<file path="src/rtl/alt_rca_pkg.sv">
package alt_rca_pkg;
   // Polarity of carry node k: node 0 is ci (true); each cell flips polarity.
   typedef enum logic {POL_TRUE = 1'b0, POL_COMP = 1'b1} rail_pol_e;

   function automatic rail_pol_e node_pol(input int k);
      return (k % 2 == 0) ? POL_TRUE : POL_COMP;
   endfunction

   function automatic bit cell_is_odd(input int i);
      return (i % 2) == 1;
   endfunction
endpackage

</file>
<file path="src/rtl/cx_inv.sv">
module cx_inv (
   input  logic x,
   output logic y
);
   assign y = ~x;
endmodule

</file>
<file path="src/rtl/cx_maj_n.sv">
// Single inverting carry gate: complement of majority.
module cx_maj_n (
   input  logic x,
   input  logic y,
   input  logic z,
   output logic cn
);
   logic both;
   logic any2;
   assign both = x & y;
   assign any2 = z & (x | y);
   assign cn   = ~(both | any2);
endmodule

</file>
<file path="src/rtl/cx_sum_n.sv">
// Inverting sum gate reusing the cell's complemented carry.
module cx_sum_n (
   input  logic x,
   input  logic y,
   input  logic z,
   input  logic cn,
   output logic sn
);
   logic all3;
   logic any1;
   assign all3 = x & y & z;
   assign any1 = cn & (x | y | z);
   assign sn   = ~(all3 | any1);
endmodule

</file>
<file path="src/rtl/alt_fa_cell.sv">
module alt_fa_cell #(
   parameter bit ODD = 1'b0
) (
   input  logic a,
   input  logic b,
   input  logic c_rail,
   output logic s,
   output logic c_next
);
   logic x_op;
   logic y_op;
   logic s_raw;

   generate
      if (ODD) begin : g_odd_in
         // carry arrives complemented; align the operand bits with it
         cx_inv u_inv_a (.x(a), .y(x_op));
         cx_inv u_inv_b (.x(b), .y(y_op));
      end else begin : g_even_in
         assign x_op = a;
         assign y_op = b;
      end
   endgenerate

   cx_maj_n u_carry (.x(x_op), .y(y_op), .z(c_rail), .cn(c_next));
   cx_sum_n u_sum   (.x(x_op), .y(y_op), .z(c_rail), .cn(c_next), .sn(s_raw));

   generate
      if (ODD) begin : g_odd_out
         // complemented inputs make the inverted sum gate true again
         assign s = s_raw;
      end else begin : g_even_out
         cx_inv u_inv_s (.x(s_raw), .y(s));
      end
   endgenerate
endmodule

</file>
<file path="src/rtl/alt_rca.sv">
module alt_rca #(
   parameter int WIDTH = 4
) (
   input  logic [WIDTH-1:0] a,
   input  logic [WIDTH-1:0] b,
   input  logic             ci,
   output logic [WIDTH-1:0] sum,
   output logic             co
);
   import alt_rca_pkg::*;

   localparam bit LAST_COMP = (node_pol(WIDTH) == POL_COMP);

   generate
      if (WIDTH < 1) begin : g_bad_width
         $error("alt_rca: WIDTH must be at least 1");
      end
   endgenerate

   logic [WIDTH:0] carry_rail;
   assign carry_rail[0] = ci;

   generate
      for (genvar i = 0; i < WIDTH; i++) begin : g_cell
         alt_fa_cell #(.ODD(cell_is_odd(i))) u_cell (
            .a      (a[i]),
            .b      (b[i]),
            .c_rail (carry_rail[i]),
            .s      (sum[i]),
            .c_next (carry_rail[i+1])
         );
      end
   endgenerate

   generate
      if (LAST_COMP) begin : g_co_fix
         cx_inv u_inv_co (.x(carry_rail[WIDTH]), .y(co));
      end else begin : g_co_direct
         assign co = carry_rail[WIDTH];
      end
   endgenerate
endmodule

</file>
<file path="config.mk">
export PLATFORM = sky130hd
export DESIGN_NAME = alt_rca
export DESIGN_NICKNAME = d
export VERILOG_FILES = /design/src/rtl/alt_rca_pkg.sv /design/src/rtl/cx_inv.sv /design/src/rtl/cx_maj_n.sv /design/src/rtl/cx_sum_n.sv /design/src/rtl/alt_fa_cell.sv /design/src/rtl/alt_rca.sv
export SDC_FILE = /design/constraint.sdc
export NUM_CORES = 1
export LEC_CHECK = 0
export BUFFER_PORTS_ARGS = -buffer_cell sky130_fd_sc_hd__buf_2
export CORE_AREA = 4 4 41 43
export DETAILED_ROUTE_END_ITERATION = 10
export DIE_AREA = 0 0 45 47
export PLACE_DENSITY_LB_ADDON = 0.08
export SLEW_MARGIN = 15
export SYNTH_ARGS = -nofsm -noshare
export SYNTH_HDL_FRONTEND = slang
export SYNTH_SLANG_ARGS = --single-unit
</file>
<file path="constraint.sdc">
create_clock -name vclk -period 7.2
set_input_delay 1.44 -clock vclk [all_inputs]
set_output_delay 1.44 -clock vclk [all_outputs]
set_load 0.03 [all_outputs]
</file>
# --- Yosys cells after proc, flatten, opt, wreduce, memory -nomap -nowiden ---
# Cells that the tools add are included.
word_totals:
  register_bits: 0
  latch_bits: 0
  mem_bits_rw: 0
  romBits: 0
  inputBits: 9
  output_inout_bits: 5
  elab_cells: 42
  n_memories: 0
classes:
  add_sub_neg: 0
  multipliers: 0
  n_div: 0
  magnitude_cmp: 0
  eq_ne: 0
  n_shift: 0
  n_mux: 0
  n_bitwise: 42
  reduce_logical: 0
ops:
  columns: ["operator", "count"]
  rows:
  - ["1-bit bitwise AND", 16]
  - ["1-bit bitwise OR", 16]
  - ["1-bit inverter", 10]

# --- Logic depth before layout (Yosys ltp) ---
depth:
  depth_word: 16
  ltp_mapped: 7
  mapped_depth_nobuf: 6

# --- Hierarchy ---
# A second synthesis with hierarchy kept.
hier_totals:
  cells_unflattened: 26
  area_unflattened_um2: 167.7
modules_own_cells:
  columns: ["module", "n_inst", "cells_per_inst", "area_each_um2", "seq_area_each_um2"]
  rows:
  - ["cx_sum_n", 4, 3, 23.8, 0.0]
  - ["cx_maj_n", 4, 2, 12.5, 0.0]
  - ["cx_inv", 6, 1, 3.8, 0.0]

# --- Worst setup path after synthesis ---
# No wires, ideal clock.
synth_path:
  path_type: "input -> output"
  from: "input a[0]"
  to: "output sum[3]"
  t_arrival_ps: 3321
  t_required_ps: 5760
  setup_slack_ps: 2439
  path_stages: 7
  path_buffers: 1
  path_cell_list: "inv_1 -> fa_1 -> fa_1 -> fa_1 -> fa_1 -> inv_1 -> buf_4"
synth_between:
  elab_chain_len: 16
  elab_cells_between_ends: 19
  cone_classes: "bitwise: 19"
synth_lines:
  columns: ["item", "line_no", "rtl"]
  rows:
  - ["start: declaration", "alt_rca.sv:4", "input logic [WIDTH-1:0] a,"]
  - ["1-bit bitwise OR", "cx_maj_n.sv:11", "assign any2 = z & (x | y);"]
  - ["1-bit bitwise AND", "cx_maj_n.sv:11", null]
  - ["1-bit bitwise OR (*)", "cx_maj_n.sv:12", "assign cn = ~(both | any2);"]
  - ["1-bit inverter (*)", "cx_maj_n.sv:12", null]
  - ["1-bit bitwise AND (*)", "cx_maj_n.sv:11", null]
  - ["1-bit bitwise OR (*)", "cx_maj_n.sv:12", null]
  - ["1-bit inverter (*)", "cx_maj_n.sv:12", null]
  - ["1-bit bitwise AND (*)", "cx_maj_n.sv:11", null]
  - ["1-bit bitwise OR (*)", "cx_maj_n.sv:12", null]
  - ["1-bit inverter (*)", "cx_maj_n.sv:12", null]
  - ["1-bit bitwise AND", "cx_maj_n.sv:11", null]
  - ["1-bit bitwise OR", "cx_maj_n.sv:12", null]
  - ["1-bit inverter", "cx_maj_n.sv:12", null]
  - ["1-bit bitwise AND", "cx_sum_n.sv:12", "assign any1 = cn & (x | y | z);"]
  - ["1-bit bitwise OR (*)", "cx_sum_n.sv:13", "assign sn = ~(all3 | any1);"]
  - ["1-bit inverter (*)", "cx_sum_n.sv:13", null]
  - ["end: declaration", "alt_rca.sv:7", "output logic [WIDTH-1:0] sum,"]
# Every way passes the cells marked *; elsewhere a longest branch is shown, timed or not.

# --- Worst setup path in the final report ---
# Same ends and word-level chain as after synthesis.

==> results.txt <==
----------------------------------------------------
[Status]
  Run status ... finished, final reports clean

[Die]
  Core ar. ... 1300 um2
  Vertical die dimension ... 47 um
  Top-level I/O count ... 14
  Number of core rows ... 13
  Die outline area ... 2120 um2
  Die Span X ... 45 um
  Initial Utilization ... 12.5%

[Logic synthesis]
  Mapped cell area ... 163 um2
  List of most frequent post-synthesis cells ... inv_1, buf_4, fa_1
  Share of synthesized area occupied by flip-flops and latches ... 0%
  Count of warnings emitted by yosys ... 0
  Instance count of the mapped netlist ... 22
  Post-synth top area share ... 49.2%
  Most numerous cell in the Yosys netlist ... inv_1
  Net Count, Synth ... 35
  Top cells by area in the synthesized netlist ... fa_1, inv_1, buf_4
  Dominant cell type by area after synthesis ... fa_1
  Post-synthesis area per instance ... 7.39 um2
  Number of distinct library cells after synthesis ... 3

[Clock tree]
  Setup repair bufs after CTS ... 0
  Post-CTS Hold Buffers ... 0
  Post-CTS sizing ... 0

[STA]
  Final worst path period share ... 68.1%
  Number of setup violations in the final report ... 0
  Setup ws final ... 2.30 ns
  Slew HR ... 89.5%
  Post-Route Hold Slack ... 3.38 ns
  Unrepaired setup endpoints after global routing ... false
  Peak clock frequency supported by timing ... 204 MHz
  Count of final hold-check violations ... 0
  Total negative slack for setup checks ... 0 ns
  Slew @ Worst Pin ... 0.158 ns
  Final max-slew violation count ... 0
  Crit path time final ... 4.90 ns

[Detailed routing]
  Routed via count ... 134
  First-pass iteration count of the detailed router ... 1
  Starting DRT DRC Count ... 0
  Number of antenna-violating nets in the routed design ... 0
  Via-to-Cell Ratio ... 2.85
  Final WL ... 268 um
  Post-route DRC ... 0
  Avg WL per Cell ... 5.70 um

[Finish]
  Total number of nets in the final design ... 47
  Sequential cell count of the final layout ... 0
  Layout clock buffer count ... 0
  Area of all sequential standard cells ... 0 um2
  Antenna diode instance count ... 0
  Layout fillers ... 157
  Finished Core Util ... 17.0%
  Area added between synthesis and finish ... 36.2%
  Fraction of layout instances using a drive strength above 1 ... 43.8%

[Place]
  Post-Place Worst Slack ... 2.25 ns
  HPWL after detailed placement ... 292 um
  Gp weighted congestion ... 0.571
  PortBufs ... 14

[Hold path]
  Hold Crit Class ... input port to output pin

[Worst setup path]
  Critical Path Sink Type ... output pin
  Crit path required time ... 5.76 ns
  Arrival time of data at the critical path endpoint ... 3.46 ns
  Start-to-end type of the worst setup path ... input port to output pin
  Category of the worst setup path launch point ... input port
  Worst Path Max Fanout ... 1

[Power and ir drop]
  Pwr per Cell Area ... 106 nW/um2
  Overall power after layout ... 23.5 uW
  Worst supply voltage drop on vdd ... 23.6 uV
  Reported leakage power ... 0.000159 uW

[GRT]
  Overall global routing resource usage ... 2.37%
  Largest net degree at the start of global routing ... 2
  Total grt overflow ... 0
  Initial antenna violation count ... 0
  Via count of the first global-routing pass ... 115
  Wire length of the first global-routing pass ... 393 um

[Run]
  Number of maximum-capacitance violations ... 0

----------------------------------------------------
-- worst paths after layout --
| kind | from | to | slack [ns] | cells past startpoint |
|---|---|---|---|---|
| setup / recovery | a[0] | sum[3] | 2.30 | 8 |
| hold / removal | ci | sum[0] | 3.38 | 5 |
-- logic make-up after synthesis --
| family | synth area share (%) |
|---|---|
| adders and majority gates | 49.2 |
| buffers and inverters | 50.8 |
-- worst max-delay path: stages --
cell   delay [ns]
buf_2        0.07
inv_1        0.04
fa_1         0.43
fa_1         0.39
fa_1         0.40
fa_1         0.49
inv_1        0.03
buf_2        0.16
-- metrics by stage --
stage	instances	cell area, um2
after floorplan	22	163
after global placement	47	221
after detailed placement	47	221
after CTS	47	221
after global routing	47	221
final	47	221
-- cells in the final DEF, fill, tap and decap left out, drive strengths merged --
cell and instances:
fa 4, inv 14, buf 14
-- area by class of cell --
type	count	area, um2	share of cell area [%]
multi-input cells	4	80.1	36.2
repair buffers	14	70.1	31.6
inverters	14	52.6	23.7
well taps	15	18.8	8.47
-- report_power, final --
| group | leakage, uW | internal (uW) | switching [uW] | total, uW |
|---|---|---|---|---|
| combinational | 0.000159 | 7.75 | 15.7 | 23.5 |
| clock | 0 | 0 | 0 | 0 |
| sequential | 0 | 0 | 0 | 0 |
| total | 0.000159 | 7.75 | 15.7 | 23.5 |
-- metal layers --
| layer | vias to the layer above | global-route usage (%) | wire [um] |
|---|---|---|---|
| met5 | - | 0 | 0 |
| met4 | 0 | 0 | 0 |
| met3 | 0 | 0.383 | 61 |
| met2 | 10 | 5.08 | 138 |
| met1 | 56 | 2.51 | 69 |
| li1 | 68 | - | - |
Note: power is estimated with default switching activity, not from simulation.
